--- src/rtl/tds_pkg.sv ---
package tds_pkg;

  // number of interleaved sub-pixel banks (2x2 box)
  localparam int unsigned N_BANK = 4;
  // log2 of the bank count: the averaging shift
  localparam int unsigned AVG_SH = 2;

  typedef enum logic [1:0] {
    SEQ_IDLE  = 2'd0,
    SEQ_READ  = 2'd1,
    SEQ_DRAIN = 2'd2
  } seq_state_e;

endpackage

--- src/rtl/tds_seq.sv ---
module tds_seq #(
  parameter int unsigned NPIX   = 256,
  parameter int unsigned ADDR_W = 8
) (
  input  logic              clk,
  input  logic              rst_n,
  input  logic              start_i,
  input  logic              fin_i,
  output logic              busy_o,
  output logic              rd_en_o,
  output logic [ADDR_W-1:0] rd_addr_o,
  output logic              done_o
);
  import tds_pkg::*;

  localparam logic [ADDR_W-1:0] LAST_ADDR = ADDR_W'(NPIX - 1);

  seq_state_e        state_q, state_n;
  logic [ADDR_W-1:0] addr_q, addr_n;
  logic              addr_en;
  logic              done_q, done_n;

  // next-state logic
  always_comb begin
    state_n = state_q;
    addr_n  = addr_q;
    addr_en = 1'b0;
    done_n  = 1'b0;
    unique case (state_q)
      SEQ_IDLE: begin
        if (start_i) begin
          state_n = SEQ_READ;
          addr_n  = '0;
          addr_en = 1'b1;
        end
      end
      SEQ_READ: begin
        if (addr_q == LAST_ADDR) begin
          state_n = SEQ_DRAIN;
        end else begin
          addr_n  = addr_q + 1'b1;
          addr_en = 1'b1;
        end
      end
      SEQ_DRAIN: begin
        if (fin_i) begin
          state_n = SEQ_IDLE;
          done_n  = 1'b1;
        end
      end
      default: state_n = SEQ_IDLE;
    endcase
  end

  // registers
  always_ff @(posedge clk or negedge rst_n) begin
    if (!rst_n) begin
      state_q <= SEQ_IDLE;
      done_q  <= 1'b0;
    end else begin
      state_q <= state_n;
      done_q  <= done_n;
    end
  end

  always_ff @(posedge clk or negedge rst_n) begin
    if (!rst_n) begin
      addr_q <= '0;
    end else if (addr_en) begin
      addr_q <= addr_n;
    end
  end

  assign busy_o    = (state_q != SEQ_IDLE);
  assign rd_en_o   = (state_q == SEQ_READ);
  assign rd_addr_o = addr_q;
  assign done_o    = done_q;

endmodule

--- src/rtl/tds_avg.sv ---
module tds_avg #(
  parameter int unsigned CH_W = 8
) (
  input  logic [CH_W-1:0] s0_i,
  input  logic [CH_W-1:0] s1_i,
  input  logic [CH_W-1:0] s2_i,
  input  logic [CH_W-1:0] s3_i,
  output logic [CH_W-1:0] avg_o
);
  import tds_pkg::*;

  localparam int unsigned SUM_W = CH_W + AVG_SH;
  localparam logic [SUM_W-1:0] HALF = SUM_W'(1 << (AVG_SH - 1));

  logic [SUM_W-1:0] sum_w;

  always_comb begin
    sum_w = SUM_W'(s0_i) + SUM_W'(s1_i) + SUM_W'(s2_i) + SUM_W'(s3_i);
    avg_o = CH_W'((sum_w + HALF) >> AVG_SH);
  end

endmodule

--- src/rtl/tds_pipe.sv ---
module tds_pipe #(
  parameter int unsigned CH_W    = 8,
  parameter int unsigned N_CH    = 3,
  parameter int unsigned NPIX    = 256,
  parameter int unsigned ADDR_W  = 8,
  parameter int unsigned COORD_W = 4,
  parameter int unsigned PIX_W   = CH_W * N_CH
) (
  input  logic                              clk,
  input  logic                              rst_n,
  input  logic                              rd_en_i,
  input  logic [ADDR_W-1:0]                 rd_addr_i,
  input  logic [tds_pkg::N_BANK*PIX_W-1:0]  bank_i,
  output logic                              pix_valid_o,
  output logic [COORD_W-1:0]                pix_x_o,
  output logic [ADDR_W-COORD_W-1:0]         pix_y_o,
  output logic [PIX_W-1:0]                  pix_o,
  output logic                              fin_o
);
  import tds_pkg::*;

  localparam logic [ADDR_W-1:0] LAST_ADDR = ADDR_W'(NPIX - 1);

  // stage 1: bank data arrives, address tag follows it
  logic              s1_vld_q;
  logic [ADDR_W-1:0] s1_addr_q;
  // stage 2: output register
  logic              out_vld_q;
  logic [ADDR_W-1:0] out_addr_q;
  logic [PIX_W-1:0]  out_pix_q;
  logic [PIX_W-1:0]  avg_w;

  always_ff @(posedge clk or negedge rst_n) begin
    if (!rst_n) begin
      s1_vld_q  <= 1'b0;
      out_vld_q <= 1'b0;
    end else begin
      s1_vld_q  <= rd_en_i;
      out_vld_q <= s1_vld_q;
    end
  end

  always_ff @(posedge clk or negedge rst_n) begin
    if (!rst_n) begin
      s1_addr_q <= '0;
    end else if (rd_en_i) begin
      s1_addr_q <= rd_addr_i;
    end
  end

  genvar ch;
  generate
    for (ch = 0; ch < N_CH; ch++) begin : g_ch
      tds_avg #(.CH_W(CH_W)) u_avg (
        .s0_i  (bank_i[0*PIX_W + ch*CH_W +: CH_W]),
        .s1_i  (bank_i[1*PIX_W + ch*CH_W +: CH_W]),
        .s2_i  (bank_i[2*PIX_W + ch*CH_W +: CH_W]),
        .s3_i  (bank_i[3*PIX_W + ch*CH_W +: CH_W]),
        .avg_o (avg_w[ch*CH_W +: CH_W])
      );
    end
  endgenerate

  always_ff @(posedge clk or negedge rst_n) begin
    if (!rst_n) begin
      out_addr_q <= '0;
      out_pix_q  <= '0;
    end else if (s1_vld_q) begin
      out_addr_q <= s1_addr_q;
      out_pix_q  <= avg_w;
    end
  end

  assign pix_valid_o = out_vld_q;
  assign pix_x_o     = out_addr_q[COORD_W-1:0];
  assign pix_y_o     = out_addr_q[ADDR_W-1:COORD_W];
  assign pix_o       = out_pix_q;
  assign fin_o       = out_vld_q && (out_addr_q == LAST_ADDR);

endmodule

--- src/rtl/tile_downsampler.sv ---
module tile_downsampler #(
  parameter int unsigned CH_W = 8,
  parameter int unsigned N_CH = 3,
  parameter int unsigned SIDE = 16
) (
  input  logic                              clk,
  input  logic                              rst_n,
  input  logic                              start,
  output logic                              busy,
  output logic                              rd_en,
  output logic [$clog2(SIDE*SIDE)-1:0]      rd_addr,
  input  logic [CH_W*N_CH-1:0]              bank0_q,
  input  logic [CH_W*N_CH-1:0]              bank1_q,
  input  logic [CH_W*N_CH-1:0]              bank2_q,
  input  logic [CH_W*N_CH-1:0]              bank3_q,
  output logic                              pix_valid,
  output logic [$clog2(SIDE)-1:0]           pix_x,
  output logic [$clog2(SIDE)-1:0]           pix_y,
  output logic [CH_W*N_CH-1:0]              pix_rgb,
  output logic                              done
);
  import tds_pkg::*;

  localparam int unsigned NPIX    = SIDE * SIDE;
  localparam int unsigned ADDR_W  = $clog2(NPIX);
  localparam int unsigned COORD_W = $clog2(SIDE);
  localparam int unsigned PIX_W   = CH_W * N_CH;

  logic                     fin_w;
  logic [N_BANK*PIX_W-1:0]  bank_w;

  assign bank_w = {bank3_q, bank2_q, bank1_q, bank0_q};

  tds_seq #(
    .NPIX   (NPIX),
    .ADDR_W (ADDR_W)
  ) u_seq (
    .clk       (clk),
    .rst_n     (rst_n),
    .start_i   (start),
    .fin_i     (fin_w),
    .busy_o    (busy),
    .rd_en_o   (rd_en),
    .rd_addr_o (rd_addr),
    .done_o    (done)
  );

  tds_pipe #(
    .CH_W    (CH_W),
    .N_CH    (N_CH),
    .NPIX    (NPIX),
    .ADDR_W  (ADDR_W),
    .COORD_W (COORD_W),
    .PIX_W   (PIX_W)
  ) u_pipe (
    .clk         (clk),
    .rst_n       (rst_n),
    .rd_en_i     (rd_en),
    .rd_addr_i   (rd_addr),
    .bank_i      (bank_w),
    .pix_valid_o (pix_valid),
    .pix_x_o     (pix_x),
    .pix_y_o     (pix_y),
    .pix_o       (pix_rgb),
    .fin_o       (fin_w)
  );

endmodule

--- config.mk ---
export PLATFORM = sky130hd
export DESIGN_NAME = tile_downsampler
export DESIGN_NICKNAME = d
export VERILOG_FILES = /design/src/rtl/tds_pkg.sv /design/src/rtl/tds_seq.sv /design/src/rtl/tds_avg.sv /design/src/rtl/tds_pipe.sv /design/src/rtl/tile_downsampler.sv
export SDC_FILE = /design/constraint.sdc
export NUM_CORES = 1
export LEC_CHECK = 0
export BUFFER_PORTS_ARGS = -buffer_cell sky130_fd_sc_hd__buf_4
export CORE_MARGIN = 2
export CORE_UTILIZATION = 48
export CTS_CLUSTER_SIZE = 28
export DETAILED_ROUTE_END_ITERATION = 6
export PLACE_DENSITY = 0.87
export SLEW_MARGIN = 20
export SYNTH_ARGS = -nofsm -noshare
export SYNTH_HDL_FRONTEND = slang
export SYNTH_SLANG_ARGS = --single-unit
--- constraint.sdc ---
create_clock -name clk -period 1.4 [get_ports clk]
set_input_delay 0.21 -clock clk [delete_from_list [all_inputs] [get_ports clk]]
set_output_delay 0.21 -clock clk [all_outputs]
set_load 0.05 [all_outputs]
=== Word-level counts from Yosys, hierarchy flattened ===
Cells that the tools add are included.

* Add/subtract/negate cells: 13
* Multiply operators: 0
* Divide/modulo/power cells: 0
* Magnitude comparators: 0
* Equality and inequality tests: 8
* Shift-type cells: 0
* Multiplexer cells: 12
* Bitwise logic cells: 0
* Reduce and logical (&&, ||, !) cells: 6

{| class="wikitable"
|+ Operator list
! kind !! number
|-
| adder 10 x 8 -> 10 bit || 6
|-
| adder 10 x 2 -> 10 bit, second input constant || 3
|-
| adder 8 x 8 -> 9 bit || 3
|-
| == test 8 bit, second input constant || 2
|-
| two-way mux 8 bit || 2
|-
| one-hot mux 8 bit (2 select lines) || 1
|-
| adder 8 x 1 -> 8 bit, second input constant || 1
|-
| != test 2 bit, second input constant || 4
|-
| two-way mux 2 bit || 3
|-
| one-hot mux 2 bit (3 select lines) || 1
|-
| two-way mux 1 bit || 4
|-
| AND reduction 4 bit || 1
|-
| nonzero test 2 bit || 2
|-
| AND reduction 3 bit || 1
|-
| == test 2 x 1 -> 1 bit, second input constant || 1
|-
| == test 2 bit, second input constant || 1
|-
| logical NOT 2 bit || 1
|-
| one-hot mux 1 bit (2 select lines) || 1
|-
| logical AND 1 bit || 1
|}

* Bits in registers: 53
* Latch bits: 0
* RAM bits: 0
* ROM bits: 0
* Output and inout port bits: 44
* Logic and storage cells: 47
* Memories: 0

=== Logic depth before layout (Yosys ltp) ===
Gate-level depths: netlist of run 1.

* Word-level depth: 4
* Mapped depth: 16

=== Hierarchy ===
A second synthesis of run 1 with hierarchy kept.

* Cell total of the unflattened synthesis: 438
* Area, all modules: 4608.2 um^2

{| class="wikitable"
|+ By module, submodules not included
! module !! instances !! cells an instance !! area an instance (um^2) !! seq. area each (um^2)
|-
| tds_pipe || 1 || 91 || 1710.4 || 1051.0
|-
| tds_avg (u_pipe.g_ch[0].u_avg ...) || 2 || 96 || 763.2 || 0.0
|-
| tds_avg (u_pipe.g_ch[2].u_avg) || 1 || 100 || 810.8 || 0.0
|-
| tds_seq || 1 || 55 || 560.5 || 275.3
|}

=== Worst setup path before layout of run 1 ===
Ideal clock, no wire load.

* Path kind: input-to-reg
* From: input port bank0_q[16]
* To: register u_pipe.out_pix_q[22] (netlist: u_pipe.pix_o[22])
* Data arrival time: 3177 ps
* Required time: 1258 ps
* Path slack: -1918 ps
* Stages: 15
* Cells stage by stage: ha_1 -> fa_1 -> a21o_1 -> a21oi_1 -> nor2_1 -> a211oi_1 -> xor2_1 -> fa_1 -> inv_1 -> ha_1 -> a21o_1 -> a21oi_1 -> o21ai_0 -> a41oi_1 -> o221ai_1

* Cells in the longest elaborated chain, start to end: 4

{| class="wikitable"
|+ Ends and longest elaborated chain
! element !! RTL line !! text
|-
| start, declared || tile_downsampler.sv:12 || <nowiki>input logic [CH_W*N_CH-1:0] bank0_q,</nowiki>
|-
| adder 8 x 8 -> 9 bit || tds_avg.sv:18 || <nowiki>sum_w = SUM_W'(s0_i) + SUM_W'(s1_i) + SUM_W'(s2_i) + SUM_W'(s3_i);</nowiki>
|-
| adder 10 x 8 -> 10 bit (2 in a row) || tds_avg.sv:18 ||
|-
| adder 10 x 2 -> 10 bit || tds_avg.sv:19 || <nowiki>avg_o = CH_W'((sum_w + HALF) >> AVG_SH);</nowiki>
|-
| end signal, assigned || tds_pipe.sv:70 || <nowiki>out_pix_q <= avg_w;</nowiki>
|-
| end, declared || tds_pipe.sv:30 || <nowiki>logic [PIX_W-1:0] out_pix_q;</nowiki>
|}

Every way passes these cells.
A chain may end at the register's enable or synchronous reset.

=== Final worst setup path of run 1 ===
* From: input port bank1_q[16]
* To: register u_pipe.out_pix_q[22] (netlist: u_pipe.pix_o[22])

* Cells in the longest elaborated chain, start to end: 4

{| class="wikitable"
|+ Ends and longest elaborated chain
! element !! RTL line !! text
|-
| start, declared || tile_downsampler.sv:13 || <nowiki>input logic [CH_W*N_CH-1:0] bank1_q,</nowiki>
|-
| adder 8 x 8 -> 9 bit || tds_avg.sv:18 ||
|-
| adder 10 x 8 -> 10 bit (2 in a row) || tds_avg.sv:18 ||
|-
| adder 10 x 2 -> 10 bit || tds_avg.sv:19 ||
|}

Every way passes these cells.

==> results.yml, run 1 <==
clock_tree:
  clkLatencyLatePin_ns: 0.31
  clkSlewWorstSetupHoldPaths_ns: 0.11
  cts_tree: "built"
  tritoncts.num_buffers: 5
  cts_sinks: 53
  htree_num_levels: 2
  clock_path_buffers: 2
  cts-root-buf: "clkbuf_8"
logic_synthesis:
  ys.warnings.count: 0
  ys_seq_area_share_pct: 27.4
  synth_cell_types: 49
  synth.largest_area_cell: "dfrtp_1"
  synth_edf_count: 0
  synth_top_area_share_pct: 27.4
  synthesis.nets: 698
  avgSynthCellArea_um2: 9.24
  synthFlopType: "dfrtp_1"
  yosys-top-cells-area: "dfrtp_1, ha_1, fa_1"
  async_reset_ff_share_pct: 100
  netlist_area_um2: 4830
  syn-instance-count: 523
  ys_ff_latch: 53
floorplanning:
  dieWidth_um: 104
  dieArea_um2: 10900
  io_pins: 143
  core_area_um2: 9770
  std_cell_rows: 36
  die_y_um: 104
  initial_core_util_pct: 49.4
cells_and_area:
  fillerInstances: 557
  area_growth_syn_to_layout_pct: 59.4
  layout-drive-gt1-share_pct: 51.7
  nets: 944
  diodes: 0
  multiInputGateArea_um2: 3780
  final_cells: 903
  area.sequential_um2: 1340
  final_util_pct: 78.8
placement:
  hpwl_um: 9740
  placedCellCount: 867
  port_buffers: 142
  place_congestion: 0.861
worst_setup_path:
  cp_max_fo: 5
  critPathRequiredTime_ns: 1.58
  crit_path_end_kind: "flip-flop"
  criticalPathCategory: "primary input to flip-flop"
  rr_worst_depth: 5
  ff2ff_setup_slack_ns: -0.09
  reg2reg_to: "u_seq.rd_addr_o[6]"
  start_kind: "primary input"
  cp_data_arrival_time_ns: 3.09
  r2r_start: "u_seq.state_q[0]"
worst_hold_path:
  whs_path_depth: 4
  min_from: "start"
  whs_endpoint: "u_seq.rd_addr_o[3]"
  hp-class: "primary input to flip-flop"
timing:
  fin_ws_ns: -1.51
  max_slew.worst_pin.slew_ns: 0.681
  hold_viol: 0
  setup_viol: 29
  finalClockSkew_ns: 0.0170
  drv_slew: 0
  max_freq_ghz: 0.344
  tns_ns: -29.45
  hold_ws_ns: 0.287
  slew_headroom_pct: 54.6
  fin_crit_sh_pct: 208
  finalCriticalPeriod_ns: 2.91
  rsz0062_at_grt: "yes"
global_route:
  grt_max_degree: 54
  grt_pass1_wl_um: 22300
  grt.total_usage_pct: 24.3
  antenna_found_initial: 0
  gr-total-overflow: 0
  grt_pass1_vias: 4966
routing:
  drc: 0
  drt_wl_total_um: 13800
  viasPerCell: 5.22
  dr.pass1.iters: 4
  vias: 4711
  wl_per_cell_um: 15.3
  ant_nets: 0
  initialDrtViolationCount: 114
pwr:
  p_leak_nw: 3.85
  ir_worst_vdd_uv: 1380
  powerDensity_nw_per_um2: 1760
  finalPower_mw: 13.6
run:
  maxCapViolations: 0
run_status:
  outcome: "complete, but fails checks"
  failed_checks: "setup timing"
-- cell usage after synthesis, types with 3 or more instances --
cell      instances
dfrtp_1          53
nor2_1           22
inv_1           102
nor3_1           17
o21ai_2           3
a21o_1            7
nand3_1          13
xnor2_1          20
or3_1             4
a211oi_4          3
nand2b_1          8
o21bai_2          3
ha_1             53
nor3_2            6
o221ai_1          3
xor2_1           16
a41oi_1           3
a21boi_0          3
nand3b_1          4
o21ai_0          16
nand2_1          39
o22a_1            3
o211ai_1          5
a21oi_1          19
or4bb_1           3
nand4_1           8
mux2_2           22
fa_1             23
o22ai_1           3
o21bai_1          3
clkbuf_1          4
a211oi_1          4
nor2b_1           4
-- timing repair --
| action | in CTS | in global routing |
|---|---|---|
| pin swaps | 54 | 39 |
| gates resized for setup | 62 | 30 |
| setup buffers | 24 | 7 |
| endpoints found under the setup margin | 30 | 31 |
| hold buffers | 1 | 0 |
| hold endpoints to repair | 53 | 0 |
-- cell usage in the layout, fill, tap and decap left out, drive strengths merged, types with 2 or more instances in the layout --
cell type and count:
a31oi 2, and4 2, nand3 13, o211ai 5, a21oi 21, mux2i 2
mux2 23, fa 23, clkinv 3, or3 4, nand3b 4, nand4 8
o21ai 19, inv 102, buf 246, nor4 2, nand2 39, a211oi 7
xor2 16, and3 2, a21o 7, or4bb 3, nor2 22, o21bai 6
or2 2, o22a 3, o22ai 3, nor2b 4, xnor2 20, nand2b 8
a41oi 3, dfrtp 53, o221ai 3, clkbuf 5, nor3 23, ha 53
a21boi 3
-- registers in the layout, indices dropped and copies added (netlist names) --
register            flops
u_seq.done_o            1
u_pipe.pix_valid_o      1
u_seq.rd_addr_o         8
u_pipe.out_addr_q       8
u_pipe.pix_o           24
u_pipe.s1_vld_q         1
u_seq.state_q           2
u_pipe.s1_addr_q        8
-- power breakdown --
group	internal [mW]	switching, mW	total [mW]
combinational	4.49	5.44	9.93
sequential	2.29	0.488	2.77
clock	0.356	0.524	0.881
-- per-layer routing --
layer  wire length [um]  up-vias  GRT usage [%]
met5                  0        -              0
met4                333        0           6.27
met3                583       33           3.63
met2               7520      148           46.9
met1               5340     2286           27.8
li1                   -     2244              -
-- kinds of logic (layout without fill, tap and decap cells) --
family | after synthesis | after routing | share of synthesized area (%)
compound gates | 85 | 85 | 13.0
simple gates | 138 | 138 | 15.0
mux | 25 | 25 | 5.85
flops | 53 | 53 | 27.4
xor+xnor | 36 | 36 | 6.52
buf+inv | 110 | 357 | 8.90
fa+ha+maj | 76 | 76 | 23.2
-- per-stage QoR --
step / setup WS (ns) / area (um^2)
2_1_floorplan: -1.61 / 5230
3_3_place_gp: -1.82 / 6990
4_1_cts: -1.55 / 7530
5_1_grt: -1.67 / 7710
6_report: -1.51 / 7710
3_5_place_dp: -1.91 / 6990
-- worst max-delay path, cell delays in order --
cell and delay (ns):
buf_6 0.10, ha_4 0.15, fa_2 0.35, a21o_1 0.19, a21oi_2 0.16, nor2_2 0.07
a211oi_2 0.18, xor2_1 0.21, fa_1 0.45, inv_2 0.07, ha_4 0.21, a21o_1 0.21
a21oi_2 0.15, o21ai_1 0.08, a41oi_1 0.16, o221ai_1 0.14
-- final cells by class --
type / instances / area share, %
timing repair buffer: 247 / 25.3
inverter: 102 / 5.00
tap: 133 / 2.16
sequential: 53 / 17.3
clock inverter: 3 / 0.292
multi-input combinational: 360 / 49.0
clock buffer: 5 / 0.893
-- worst max-delay path by stage --
stage | startpoint | to
final | bank1_q[16] | u_pipe.pix_o[22]
after global routing | bank1_q[16] | u_pipe.pix_o[22]
after CTS | bank1_q[16] | u_pipe.pix_o[22]
after detailed placement | bank0_q[8] | u_pipe.pix_o[14]
after global placement | bank0_q[8] | u_pipe.pix_o[13]
after floorplan | bank0_q[16] | u_pipe.pix_o[22]
Note: power is estimated with default switching activity, not from simulation.
==> run 2: changes to the inputs <==
Settings changed: CORE_MARGIN 2 to 10.
==> run 2 against run 1 <==
  * The run still ends with setup timing left
  * Clock skew decreased by 0.0046 ns
  * Non-clock buffer count increased by 2
  * Wire length increased by 9.0%
  * Utilization about the same
  * Sequential power about the same
  * Clock power increased by 7.5%
  * Die area increased by 33%
  * Critical path depth unchanged
  * Fmax decreased by 0.79%
  * Final area about the same
  * Via count increased by 0.36%
  * Largest power group unchanged
  * Count of clock-buffer cells in the layout unchanged
==> results.yml, run 2 (synthesis gave the netlist of run 1 again) <==
worst_setup_path:
  crit_top_cell: "ha_4"
  crit_path_end_kind: "flip-flop"
  rr_worst_depth: 5
  reg2reg_to: "u_seq.rd_addr_o[6]"
  slowest_stage: "fa_1"
  path_cells: "buf_6 > ha_4 > fa_2 > a21o_1 > a21oi_4 > nor2_2 > a211oi_2 > xor2_1 > fa_1 > inv_2 > ha_4 > nand3_2 > nor3_4 > nor3_2 > xnor2_1 > mux2_2"
  critPathRequiredTime_ns: 1.60
  r2r_start: "u_seq.state_q[0]"
  slowest_delay_ns: 0.50
  criticalPathCategory: "primary input to flip-flop"
  ff2ff_setup_slack_ns: -0.06
  cp_max_fo: 5
  start_kind: "primary input"
  cp_data_arrival_time_ns: 3.14
cells_and_area:
  fin_area_um2: 7710
  final_cells: 905
  fillerInstances: 563
  diodes: 0
  nets: 946
  final_util_pct: 78.9
  layout-drive-gt1-share_pct: 50.3
  final_cell_mix: "buf_4, inv_1, dfrtp_1"
  area_growth_syn_to_layout_pct: 59.5
  largest_register_ffs: 24
  layout_commonest_cell: "buf_4"
  multiInputGateArea_um2: 3730
  area.sequential_um2: 1340
timing:
  finalCriticalPeriod_ns: 2.93
  max_slew.worst_pin.slew_ns: 0.411
  fin_ws_ns: -1.53
  hold_ws_ns: 0.313
  slew_headroom_pct: 72.5
  fin_crit_sh_pct: 209
  hold_viol: 0
  rsz0062_at_grt: "yes"
  finalClockSkew_ns: 0.0124
  tns_ns: -30.20
  setup_viol: 29
  drv_slew: 0
  max_freq_ghz: 0.341
routing:
  drt_wl_total_um: 15000
  vias: 4728
  initialDrtViolationCount: 195
  dr.pass1.iters: 4
  viasPerCell: 5.22
  ant_nets: 0
  drc: 0
  wl_per_cell_um: 16.6
run_status:
  failed_checks: "setup timing"
  outcome: "complete, but fails checks"
pwr:
  ir_worst_vdd_uv: 1390
  p_leak_nw: 3.90
  powerDensity_nw_per_um2: 1800
  finalPower_mw: 13.9
floorplanning:
  dieWidth_um: 120
  io_pins: 143
  die_y_um: 120
  std_cell_rows: 36
  core_area_um2: 9770
  initial_core_util_pct: 49.4
  dieArea_um2: 14500
worst_hold_path:
  whs_path_depth: 4
  hp-class: "primary input to flip-flop"
  min_from: "start"
  whs_endpoint: "u_seq.rd_addr_o[3]"
global_route:
  met2_usage_pct: 36.7
  grt_use_met1_pct: 20.6
  grt_pass1_wl_um: 23400
  grt_pass1_vias: 5096
  grt.total_usage_pct: 19.0
  grt_max_degree: 23
  grt-busiest-layer: "met2"
  gr-total-overflow: 0
  met3_usage_pct: 4.37
  antenna_found_initial: 0
placement:
  port_buffers: 142
  placed_cell_area_um2: 7040
  dp_slack_ns: -1.91
  placedCellCount: 871
  hpwl_um: 11300
  place_congestion: 0.889
clock_tree:
  clock_path_buffers: 2
  cts_sinks: 53
  htree_num_levels: 2
  clkSlewWorstSetupHoldPaths_ns: 0.11
  clkLatencyLatePin_ns: 0.31
  cts-root-buf: "clkbuf_8"
  cts_tree: "built"
  tritoncts.num_buffers: 5
run:
  maxCapViolations: 0
## run 2: repair_timing
action,CTS,global route
hold buffers,1,0
endpoints found under the hold margin,18,0
pin swaps,48,34
setup endpoints to repair,29,33
setup buffers,13,14
resized for setup,61,32
## run 2: report_power, final
part / total [mW] / switching (mW) / internal, mW
combinational: 10.2 / 5.61 / 4.58
clock: 0.947 / 0.571 / 0.376
sequential: 2.76 / 0.470 / 2.29
## run 2: routing by layer
layer  up-vias  wire, um
met1      2306      5540
met4         0       302
met5         -         0
met3        30       972
met2       145      8190
li1       2247         -
## run 2: critical path, delay by kind of cell
family	cells	cell delay (ns)
adders and majority gates	4	1.31
xor gates and xnor gates	2	0.24
muxes	1	0.26
AOI/OAI and AO/OA	3	0.55
and+or+nand+nor	4	0.41
buffers and inverters	2	0.14
## run 2: final cells by class
type,instances,share of cell area (%)
inverter,102,5.00
tap,133,2.16
clock buffer,5,0.893
multi-input combinational,360,48.4
clock inverter,3,0.373
timing repair buffer,249,25.9
sequential,53,17.3
## run 2: worst max path at each step
| stage | from | end | slack (ns) | cells after the start |
|---|---|---|---|---|
| 5_1_grt | bank0_q[8] | u_pipe.pix_o[14] | -1.64 | 16 |
| 6_report | bank0_q[16] | u_pipe.pix_o[21] | -1.53 | 16 |
| 4_1_cts | bank1_q[16] | u_pipe.pix_o[22] | -1.53 | 16 |
| 2_1_floorplan | bank0_q[16] | u_pipe.pix_o[22] | -1.61 | 15 |
| 3_3_place_gp | bank0_q[8] | u_pipe.pix_o[13] | -1.80 | 16 |
| 3_5_place_dp | bank0_q[8] | u_pipe.pix_o[13] | -1.91 | 16 |
